<file path="config.mk">
export PLATFORM = sky130hd
export DESIGN_NAME = burst_addr_gen
export DESIGN_NICKNAME = d
export VERILOG_FILES = /design/src/rtl/burst_pkg.sv /design/src/rtl/strobe_arbiter.sv /design/src/rtl/beat_counter.sv /design/src/rtl/order_map.sv /design/src/rtl/burst_addr_gen.sv
export SDC_FILE = /design/constraint.sdc
export NUM_CORES = 1
export LEC_CHECK = 0
export ABC_AREA = 1
export BUFFER_PORTS_ARGS = -buffer_cell sky130_fd_sc_hd__buf_2
export CAP_MARGIN = 20
export CORE_ASPECT_RATIO = 1.4
export CORE_MARGIN = 4
export CORE_UTILIZATION = 40
export DETAILED_ROUTE_END_ITERATION = 8
export PLACE_DENSITY = 0.82
export SKIP_CTS_REPAIR_TIMING = 1
export SYNTH_ARGS = -nofsm -noshare
export SYNTH_HDL_FRONTEND = slang
export SYNTH_SLANG_ARGS = --single-unit
</file>
<file path="constraint.sdc">
create_clock -name clk -period 0.87 [get_ports clk]
set_input_delay 0.174 -clock clk [delete_from_list [all_inputs] [get_ports clk]]
set_output_delay 0.174 -clock clk [all_outputs]
set_load 0.05 [all_outputs]
</file>
<file path="src/rtl/burst_pkg.sv">
package burst_pkg;

    typedef enum logic {
        ST_DESEL    = 1'b0,
        ST_SELECTED = 1'b1
    } sel_state_t;

    typedef enum logic {
        ORDER_LINEAR      = 1'b0,
        ORDER_INTERLEAVED = 1'b1
    } burst_order_t;

endpackage

</file>
<file path="src/rtl/strobe_arbiter.sv">
module strobe_arbiter (
    input  logic proc_strb_n,
    input  logic ctrl_strb_n,
    input  logic ce1_n,
    input  logic ce2,
    input  logic ce3_n,
    output logic load,
    output logic enables_ok
);
    logic proc_accept;
    logic ctrl_accept;

    always_comb begin
        // processor strobe is vetoed by chip enable 1
        proc_accept = !proc_strb_n && !ce1_n;
        // controller strobe only matters when processor strobe is not taken
        ctrl_accept = !ctrl_strb_n && !proc_accept;
        load        = proc_accept || ctrl_accept;
        enables_ok  = !ce1_n && ce2 && !ce3_n;
    end
endmodule

</file>
<file path="src/rtl/beat_counter.sv">
module beat_counter #(
    parameter int CNT_W = 2
) (
    input  logic             clk,
    input  logic             rst,
    input  logic             load,
    input  logic [CNT_W-1:0] start_in,
    input  logic             step,
    output logic [CNT_W-1:0] start_q,
    output logic [CNT_W-1:0] count_q
);
    always_ff @(posedge clk) begin
        if (rst) begin
            start_q <= '0;
            count_q <= '0;
        end else if (load) begin
            start_q <= start_in;
            count_q <= '0;
        end else if (step) begin
            count_q <= count_q + 1'b1;
        end
    end
endmodule

</file>
<file path="src/rtl/order_map.sv">
module order_map
    import burst_pkg::*;
#(
    parameter int CNT_W = 2
) (
    input  logic             order_sel,
    input  logic [CNT_W-1:0] start,
    input  logic [CNT_W-1:0] count,
    output logic [CNT_W-1:0] low_bits
);
    logic [CNT_W-1:0] linear_bits;
    logic [CNT_W-1:0] xor_bits;
    burst_order_t     order;

    always_comb begin
        order       = burst_order_t'(order_sel);
        linear_bits = start + count;
        xor_bits    = start ^ count;
        unique case (order)
            ORDER_LINEAR:      low_bits = linear_bits;
            ORDER_INTERLEAVED: low_bits = xor_bits;
            default:           low_bits = linear_bits;
        endcase
    end
endmodule

</file>
<file path="src/rtl/burst_addr_gen.sv">
module burst_addr_gen
    import burst_pkg::*;
#(
    parameter int ADDR_W    = 16,
    parameter int BURST_LEN = 4
) (
    input  logic              clk,
    input  logic              rst,
    input  logic              proc_strb_n,
    input  logic              ctrl_strb_n,
    input  logic              ce1_n,
    input  logic              ce2,
    input  logic              ce3_n,
    input  logic              adv_n,
    input  logic              order_sel,
    input  logic [ADDR_W-1:0] addr_in,
    output logic [ADDR_W-1:0] addr_out,
    output logic              selected,
    output logic              load_pulse
);
    localparam int CNT_W = $clog2(BURST_LEN);
    localparam int HI_W  = ADDR_W - CNT_W;

    logic             load;
    logic             enables_ok;
    logic             step;
    sel_state_t       state_q;
    sel_state_t       state_d;
    logic [HI_W-1:0]  base_hi_q;
    logic             pulse_q;
    logic [CNT_W-1:0] start_q;
    logic [CNT_W-1:0] count_q;
    logic [CNT_W-1:0] low_bits;

    strobe_arbiter u_arb (
        .proc_strb_n (proc_strb_n),
        .ctrl_strb_n (ctrl_strb_n),
        .ce1_n       (ce1_n),
        .ce2         (ce2),
        .ce3_n       (ce3_n),
        .load        (load),
        .enables_ok  (enables_ok)
    );

    // next-state logic
    always_comb begin
        state_d = state_q;
        unique case (state_q)
            ST_DESEL:    if (load && enables_ok)  state_d = ST_SELECTED;
            ST_SELECTED: if (load && !enables_ok) state_d = ST_DESEL;
            default:     state_d = ST_DESEL;
        endcase
    end

    // state register
    always_ff @(posedge clk) begin
        if (rst) state_q <= ST_DESEL;
        else     state_q <= state_d;
    end

    // output registers: captured upper address and load pulse
    always_ff @(posedge clk) begin
        if (rst) begin
            base_hi_q <= '0;
            pulse_q   <= 1'b0;
        end else begin
            pulse_q <= load;
            if (load) base_hi_q <= addr_in[ADDR_W-1:CNT_W];
        end
    end

    assign step = !adv_n && (state_q == ST_SELECTED) && !load;

    beat_counter #(.CNT_W(CNT_W)) u_cnt (
        .clk      (clk),
        .rst      (rst),
        .load     (load),
        .start_in (addr_in[CNT_W-1:0]),
        .step     (step),
        .start_q  (start_q),
        .count_q  (count_q)
    );

    order_map #(.CNT_W(CNT_W)) u_map (
        .order_sel (order_sel),
        .start     (start_q),
        .count     (count_q),
        .low_bits  (low_bits)
    );

    assign addr_out   = {base_hi_q, low_bits};
    assign selected   = (state_q == ST_SELECTED);
    assign load_pulse = pulse_q;

endmodule

</file>
==> metrics, run 1 <==
run status finished, violations left; violations in the final reports setup timing; drt first-iter violations 33; hold wc startpoint rst; routed len/inst 13.8 µm; First-pass DRT Iterations 4; endpoints failing hold 0; HPWL after detailed placement 1.82 mm; number of nets in the final layout 191; mean instance size in the synthesized netlist between 7 and 8 µm²; share of the core filled with cells in the final layout ~70%; count of maximum capacitance violations 0; min Tclk post-route roughly 1500 ps; FF-to-FF setup slack 30 ps; final cycle utilization of the critical path 172%; area leader, netlist sky130_fd_sc_hd__dfxtp_1; IO buf count 42; filler-free cell count of the finished design 184; synthesized flop and latch total 20; most area-consuming cells after synthesis sky130_fd_sc_hd__dfxtp_1 (45%), sky130_fd_sc_hd__nand4_1 (13%), sky130_fd_sc_hd__nand2_1 (12%); Layout Skew 0.349 ps; Post-Layout Inst Area around 0.0014 mm²; initial standard-cell utilization of the core 43.3%; number of distinct library cells after synthesis 15; Floorplan Core Area a little over 0.002 mm²; depth of the worst hold-timing path 2; share of final-layout standard cells stronger than drive strength 1 52.1%; element type at the critical path start flip-flop; end of the worst register-to-register path u_cnt.count_q[1]; Top delay family on crit path flip-flops; required arrival time at the worst endpoint 700 ps; master of the slowest instance on the critical path sky130_fd_sc_hd__dfxtp_2; classification of the worst-slack hold path input pin to flip-flop; kind of end point of the critical path output pin; hold endpoint load_pulse; slew at the pin closest to its max-slew limit between 200 and 250 ps; list of cells traversed by the critical path ha_4 > inv_1 > nor2_2 > nand3_1 > nand2_2 > clkinvlp_4 > buf_6; Root Driver sky130_fd_sc_hd__clkbuf_4; final RePlAce weighted congestion between 0.7 and 0.8; number of cells on the worst reg-to-reg path 5; pin count of the biggest net entering global routing 21; Post-DP Area 0.00117 mm²; static leakage power 0.718 nW; critical path arrival between 1000 and 1500 ps; number of antenna-violating nets in the routed design 0; fill cell total of the finished layout 158; clock buffer depth 2; die area around 0.0030 mm²; pre-CTS WS -435 ps; Crit Path Class flip-flop to output pin; DRC violation count after routing 0; total power divided by cell area 1460 mW/mm²; number of warnings issued by yosys 0; maximum level of the CTS H-tree 1; critical path buffer and inverter count 3; share of the yosys chip area belonging to registers 45.2%; maximum operating frequency 0.667 GHz; remaining global-route overflow 0; total clock sinks 20; Slew Limit Headroom between 80% and 90%; total vias in the final route between 900 and 1k; insertion delay of the later-clocked pin in the worst-skew pair 300 ps; pins over their slew limit 0; vias in the first global route roughly 910; number of instances in the placed design about 180; largest fanout on the critical path 2; Die Y 63.7 µm; total I/O pin count 43; initial antenna violation count 0; number of clock buffers inserted by TritonCTS 3; clock tree from TritonCTS done; number of cell rows 19; crit-path max cell delay 370 ps; nets in the synthesized netlist 137; die width around 48 µm; fraction of post-synthesis cell area in the top cell type by area 45.2%; Worst VDD drop 0.998 mV; GRT Util Overall between 15 and 20%; routed wire length 2.53 mm; Area Overhead vs Synth 62.1%; number of setup violations in the final report 18; first-pass GRT wire length between 3 and 4 mm; min setup slack post-route -630 ps; total standard cell area after synthesis about 890 µm²; count of inserted antenna diode cells 0; unrepaired setup endpoints after global routing true; number of standard cells after synthesis 111; routed via count divided by cell count 5.24; Reg clk slew, reported paths ~100 ps
[logic make-up (layout without fill, tap and decap cells)]
| group | count (synthesis) | in the layout | share of synthesized area (%) |
|---|---|---|---|
| DFF | 20 | 20 | 45.2 |
| and+or+nand+nor | 71 | 71 | 38.8 |
| buffers and inverters | 17 | 69 | 12.1 |
| adders and majority gates | 1 | 1 | 1.41 |
| AOI/OAI and AO/OA | 2 | 2 | 2.40 |
[power breakdown]
group	internal (W)	total [W]	switching, W
sequential	0.000978	0.00103	0.0000480
combinational	0.000277	0.000632	0.000355
clock	0.000162	0.000432	0.000270
[metal layers]
layer  vias up  routed length [µm]  global-route usage, %
met5         -                   0                      0
met4         0                  45                   7.07
met3         4                 146                   3.99
met2        30                1450                   29.3
met1       450                 885                   16.6
li1        481                   -                      -
[cells in the final DEF, fill, tap and decap left out, types with 2 or more instances in the layout]
cell type	Yosys	routed
sky130_fd_sc_hd__nand2_1	28	27
sky130_fd_sc_hd__buf_8	0	16
sky130_fd_sc_hd__dfxtp_2	0	17
sky130_fd_sc_hd__buf_4	2	11
sky130_fd_sc_hd__buf_6	3	2
sky130_fd_sc_hd__nand4_1	18	18
sky130_fd_sc_hd__nand3_1	20	20
sky130_fd_sc_hd__buf_12	0	3
sky130_fd_sc_hd__inv_2	2	2
sky130_fd_sc_hd__dfxtp_1	20	2
sky130_fd_sc_hd__inv_1	8	7
sky130_fd_sc_hd__buf_2	0	24
sky130_fd_sc_hd__clkbuf_4	1	3
sky130_fd_sc_hd__nor2_1	4	3
[synthesized netlist by cell type]
cell and instances:
sky130_fd_sc_hd__nand2_1 28, sky130_fd_sc_hd__dfxtp_1 20, sky130_fd_sc_hd__nand3_1 20, sky130_fd_sc_hd__nand4_1 18
sky130_fd_sc_hd__inv_1 8, sky130_fd_sc_hd__nor2_1 4, sky130_fd_sc_hd__buf_6 3, sky130_fd_sc_hd__buf_4 2
sky130_fd_sc_hd__inv_2 2, sky130_fd_sc_hd__a21oi_1 1, sky130_fd_sc_hd__clkbuf_4 1, sky130_fd_sc_hd__clkbuf_8 1
sky130_fd_sc_hd__ha_1 1, sky130_fd_sc_hd__nand2_4 1, sky130_fd_sc_hd__o21ai_4 1
[metrics by stage]
step           total power (W)  setup TNS [ps]  hold WS [ps]
6_report               0.00209           -2710          43.4
5_1_grt                0.00217           -3310          30.5
4_1_cts                0.00195           -4560          42.6
3_5_place_dp           0.00153            -557           368
3_3_place_gp           0.00151            -479           368
2_1_floorplan          0.00137            -457           243
[cell type report]
cell class	instances	area [µm²]	share of cell area, %
repair buffers	56	526	36.6
well taps	21	26.3	1.83
inverters	10	41.3	2.87
clock buffers	3	22.5	1.57
flip-flops and latches	20	425	29.6
multi-input cells	74	395	27.5
[how the worst max path moves through the flow]
stage	end	slack, ps	startpoint	depth (start not counted)
2_1_floorplan	addr_out[1]	-300	u_cnt.count_q[0]	6
3_3_place_gp	addr_out[1]	-370	u_cnt.start_q[0]	8
3_5_place_dp	addr_out[1]	-430	u_cnt.start_q[0]	8
4_1_cts	addr_out[1]	-770	u_cnt.start_q[0]	8
5_1_grt	addr_out[1]	-700	u_cnt.start_q[0]	8
6_report	addr_out[1]	-630	u_cnt.start_q[0]	7
[state kept, by name, summed over array words and instances, names as in the netlist, named ones only]
signal / flops
base_hi_q: 14
u_cnt.count_q: 2
u_cnt.start_q: 2
load_pulse: 1
(Power assumes the default switching activity.)
==> run 2: changes to the inputs <==
- SETUP_SLACK_MARGIN: unset -> 0.2
==> run 2 against run 1 <==
Effect of this change: the run still ends with setup timing left; first-iteration DRC count decreased by 64%; worst hold slack hardly changed; via count down 2.8%; non-clock buffer count shrank 2; routed wire length decreased by 3.7%; sequential cell count did not move; setup slack better by 6.5 ps; core utilization is 5.6 points higher; cell count decreased by 0.54%.
==> metrics, run 2 (synthesized netlist as in run 1, its figures left out) <==
run status finished, violations left; violations in the final reports setup timing; Worst VDD drop 0.989 mV; largest fanout on the critical path 2; Layout Skew 0.431 ps; Reg clk slew, reported paths approximately 110 ps; total clock sinks 20; critical path arrival between 1000 and 1500 ps; number of setup violations in the final report 19; classification of the worst-slack hold path input pin to flip-flop; Die Y 63.7 µm; pin count of the biggest net entering global routing 21; most frequent standard cell in the layout excluding fill and tap cells sky130_fd_sc_hd__nand2_1; final total negative setup slack -2770 ps; Crit Path Class flip-flop to output pin; pins over their slew limit 0; overall power consumption 0.00239 W; routed via count divided by cell count 5.13; routed len/inst 13.3 µm; die area 0.00304 mm²; final RePlAce weighted congestion 0.754; GRT Util Overall 15.7%; number of nets in the final layout roughly 190; number of cell rows 19; register ranked first by flip-flop count base_hi_q; routed wire length 2.44 mm; first-pass GRT wire length 3.71 mm; endpoints failing hold 0; Root Driver sky130_fd_sc_hd__clkbuf_4; number of clock buffers inserted by TritonCTS 3; max reg flops 14; Floorplan Core Area 0.00204 mm²; Slew Limit Headroom a little under nine tenths; maximum level of the CTS H-tree 1; number of antenna-violating nets in the routed design 0; required arrival time at the worst endpoint 700 ps; final hold slack roughly 43 ps; initial standard-cell utilization of the core 43.3%; unrepaired setup endpoints after global routing true; maximum operating frequency 0.670 GHz; count of inserted antenna diode cells 0; slew at the pin closest to its max-slew limit 209 ps; count of maximum capacitance violations 0; Area Overhead vs Synth 75.0%; HPWL after detailed placement 1.73 mm; clock buffer depth 2; fill cell total of the finished layout ~160; vias in the first global route 938; clock tree from TritonCTS done; First-pass DRT Iterations 4; min setup slack post-route -623 ps; final cycle utilization of the critical path 172%; total power divided by cell area 1540 mW/mm²; element type at the critical path start flip-flop; initial antenna violation count 0; kind of end point of the critical path output pin; DRC violation count after routing 0; largest registers in the final layout base_hi_q (14), u_cnt.count_q (2), u_cnt.start_q (2); leading cell types in the layout, fill and taps excluded sky130_fd_sc_hd__nand2_1 (27), sky130_fd_sc_hd__buf_2 (24), sky130_fd_sc_hd__nand4_1 (18), sky130_fd_sc_hd__buf_8 (18), sky130_fd_sc_hd__dfxtp_4 (15); remaining global-route overflow 0; total I/O pin count 43; share of final-layout standard cells stronger than drive strength 1 about three fifths; drt first-iter violations 12; die width 47.8 µm; IO buf count 42; static leakage power ~0.74 nW; insertion delay of the later-clocked pin in the worst-skew pair between 200 and 300 ps; total vias in the final route 938; min Tclk post-route 1490 ps
## run 2: report_power, final
group | switching, W | internal (W) | leakage (nW) | total (W)
logic | 0.000363 | 0.000270 | 0.532 | 0.000634
clock network | 0.000283 | 0.000465 | 0.0279 | 0.000748
registers | 0.0000507 | 0.000957 | 0.176 | 0.00101
total | 0.000697 | 0.00169 | 0.735 | 0.00239
## run 2: worst max-delay path, stage by stage, from the launching register on
cell and delay, ps:
sky130_fd_sc_hd__dfxtp_2 370, sky130_fd_sc_hd__ha_4 130, sky130_fd_sc_hd__inv_2 30, sky130_fd_sc_hd__nor2_4 110
sky130_fd_sc_hd__nand3_2 70, sky130_fd_sc_hd__nand2_2 90, sky130_fd_sc_hd__clkinvlp_4 80, sky130_fd_sc_hd__buf_8 150
## run 2: layer usage
| metal | routed length (µm) | track usage, % |
|---|---|---|
| met1 | 999 | 18.1 |
| met2 | 1270 | 27.8 |
| met3 | 149 | 2.85 |
| met4 | 14 | 4.04 |
| met5 | 0 | 0 |
## run 2: area by class of cell
type	instances	area, µm²	share of cell area [%]
well taps	21	26.3	1.69
multi-input cells	74	460	29.7
inverters	10	41.3	2.66
flip-flops and latches	20	460	29.7
clock inverters	1	30.0	1.94
clock buffers	3	22.5	1.45
repair buffers	54	509	32.8
## run 2: worst paths after layout
check	startpoint	endpoint	slack [ps]	depth (start not counted)
worst min register to register	base_hi_q[10]	base_hi_q[10]	510	2
worst max-delay path	u_cnt.count_q[0]	addr_out[1]	-620	7
worst min-delay path	rst	load_pulse	40	2
worst max register to register	u_cnt.count_q[0]	u_cnt.count_q[1]	-20	6
## run 2: through the flow
step                cells  setup WS (ps)  area [µm²]  util, %
detailed placement    177           -420        1260     61.9
floorplan             111           -301         998        -
finish                183           -623        1550     75.8
global placement      177           -367        1260     61.9
CTS                   181           -763        1320     64.4
global route          183           -710        1550     75.8
==> run 3: changes to the inputs <==
- CORE_ASPECT_RATIO: 1.4 -> unset
==> run 3 against run 2 <==
Effect of this change: the flow still finishes with violations (setup timing); routed wire length grew 12%; cell area grew 0.32%; sequential power is essentially flat; critical endpoint unchanged.
==> metrics, run 3 (synthesized netlist as in run 1, its figures left out) <==
number of cell rows 16; required arrival time at the worst endpoint 700 ps; die area slightly above 0.003 mm²; total vias in the final route 960; number of cells on the worst reg-to-reg path 6; element type at the critical path start flip-flop; routed wire length 2.74 mm; maximum level of the CTS H-tree 1; clock buffer depth 2; number of antenna-violating nets in the routed design 0; Slew Limit Headroom approximately 87%; total power divided by cell area 1360 mW/mm²; min Tclk post-route 1530 ps; count of maximum capacitance violations 0; Die Y 55.1 µm; maximum operating frequency 0.652 GHz; initial standard-cell utilization of the core 43.4%; master of the slowest instance on the critical path sky130_fd_sc_hd__dfxtp_2; min setup slack post-route -664 ps; number of clock buffers inserted by TritonCTS 3; insertion delay of the later-clocked pin in the worst-skew pair approximately 300 ps; slew at the pin closest to its max-slew limit 196 ps; classification of the worst-slack hold path input pin to flip-flop; drt first-iter violations 17; crit-path max cell delay between 300 and 400 ps; largest registers in the final layout base_hi_q (14), u_cnt.count_q (2), u_cnt.start_q (2); endpoints failing hold 0; Critical Path Start u_cnt.count_q[0]; share of the core filled with cells in the final layout about 76%; kind of end point of the critical path output pin; FF-to-FF setup slack -50 ps; share of final-layout standard cells stronger than drive strength 1 60.4%; Worst VDD drop 1.44 mV; end of the worst register-to-register path u_cnt.count_q[1]; pin count of the biggest net entering global routing 20; most frequent standard cell in the layout excluding fill and tap cells sky130_fd_sc_hd__nand2_1; Floorplan Core Area between 0.002 and 0.0025 mm²; First-pass DRT Iterations 4; GRT Util Overall 17.2%; register share of total power between 40% and 50%; clock tree from TritonCTS done; pre-CTS WS -466 ps; termination of the worst setup path addr_out[1]; max reg flops 14; Area Overhead vs Synth 75.6%; run status finished, violations left; routed len/inst approximately 14 µm; Int Pwr between 0.001 and 0.0015 W; origin of the critical flop-to-flop path u_cnt.count_q[0]; pins over their slew limit 0; Reg clk slew, reported paths 110 ps; HPWL after detailed placement roughly 1.8 mm; final RePlAce weighted congestion 0.741; largest fanout on the critical path 2; final cycle utilization of the critical path 176%; Layout Skew 5.84 ps; static leakage power 0.735 nW; initial antenna violation count 0; number of setup violations in the final report 19; area used by sequential logic in the layout 462 µm²; violations in the final reports setup timing; die width 55.1 µm; register ranked first by flip-flop count base_hi_q; count of inserted antenna diode cells 0; Crit Path Class flip-flop to output pin; critical path arrival 1360 ps; total I/O pin count 43; IO buf count between 40 and 50; fill cell total of the finished layout around 150; switching fraction of total power 32.9%; routed via count divided by cell count 5.03; combined area of the multi-input logic cells 460 µm²; total clock sinks 20; list of cells traversed by the critical path ha_4 > inv_2 > nor2_4 > nand3_2 > nand2_2 > clkinvlp_4 > buf_8; net switching power 0.000698 W; hold wc startpoint rst; unrepaired setup endpoints after global routing true; first-pass GRT wire length around 3.8 mm; remaining global-route overflow 0; Root Driver sky130_fd_sc_hd__clkbuf_4; Comb pwr share roughly 31%; leading cell types in the layout, fill and taps excluded sky130_fd_sc_hd__nand2_1 (27), sky130_fd_sc_hd__buf_2 (24), sky130_fd_sc_hd__nand4_1 (18), sky130_fd_sc_hd__buf_8 (18), sky130_fd_sc_hd__dfxtp_4 (15); DRC violation count after routing 0; number of nets in the final layout 191; Clk network pwr share about a fifth; vias in the first global route approximately 940
[run 3: cell count changes in the layout (fill, tap and decap cells not counted)]
| cell | delta |
|---|---|
| sky130_fd_sc_hd__bufinv_16 | -1 |
| sky130_fd_sc_hd__dfxtp_1 | -1 |
| sky130_fd_sc_hd__buf_6 | +2 |
| sky130_fd_sc_hd__inv_2 | -1 |
| sky130_fd_sc_hd__dfxtp_2 | +1 |
| sky130_fd_sc_hd__clkbuf_1 | +1 |
| sky130_fd_sc_hd__inv_1 | +1 |
[run 3: layer usage]
metal	track usage (%)	share of wire, %	vias to the layer above
met5	0	0	-
met4	8.10	1.6	0
met3	3.22	4.6	5
met2	31.5	57	33
met1	18.9	36	437
li1	-	-	485
[run 3: layout make-up]
cell class | instances | share of cell area [%]
well taps | 27 | 2.17
inverters | 10 | 2.65
multi-input cells | 74 | 29.6
clock buffers | 4 | 1.69
flip-flops and latches | 20 | 29.7
repair buffers | 56 | 34.2
[run 3: how the worst min path moves through the flow]
stage | to | slack, ps | cells past startpoint
2_1_floorplan | load_pulse | 240 | 1
3_3_place_gp | load_pulse | 360 | 2
3_5_place_dp | load_pulse | 370 | 2
4_1_cts | load_pulse | 40 | 2
5_1_grt | load_pulse | 40 | 2
6_report | load_pulse | 40 | 2
[run 3: power by group through the flow]
stage / Sequential (W) / Clock [W] / Combinational [W]
2_1_floorplan: 0.00117 / 0 / 0.000187
3_3_place_gp: 0.00100 / 0 / 0.000503
5_1_grt: 0.00102 / 0.000509 / 0.000696
4_1_cts: 0.000983 / 0.000462 / 0.000516
3_5_place_dp: 0.00100 / 0 / 0.000515
6_report: 0.00101 / 0.000453 / 0.000657
[run 3: critical path: cells and delay by family, from the launching register on]
family | cells | cell delay (ps)
DFF | 1 | 370
buffers and inverters | 3 | 270
and+or+nand+nor | 3 | 270
adders and majority gates | 1 | 130
[run 3: metrics by stage]
| step | TNS (ps) | instances | instance area [µm²] | total power [W] | hold WS (ps) |
|---|---|---|---|---|---|
| after floorplan | -457 | 111 | 998 | 0.00136 | 236 |
| after global placement | -479 | 182 | 1260 | 0.00150 | 358 |
| after detailed placement | -641 | 182 | 1260 | 0.00152 | 365 |
| after CTS | -4770 | 186 | 1290 | 0.00196 | 38.7 |
| after global routing | -3530 | 191 | 1560 | 0.00222 | 36.3 |
| final | -2940 | 191 | 1560 | 0.00212 | 40.5 |
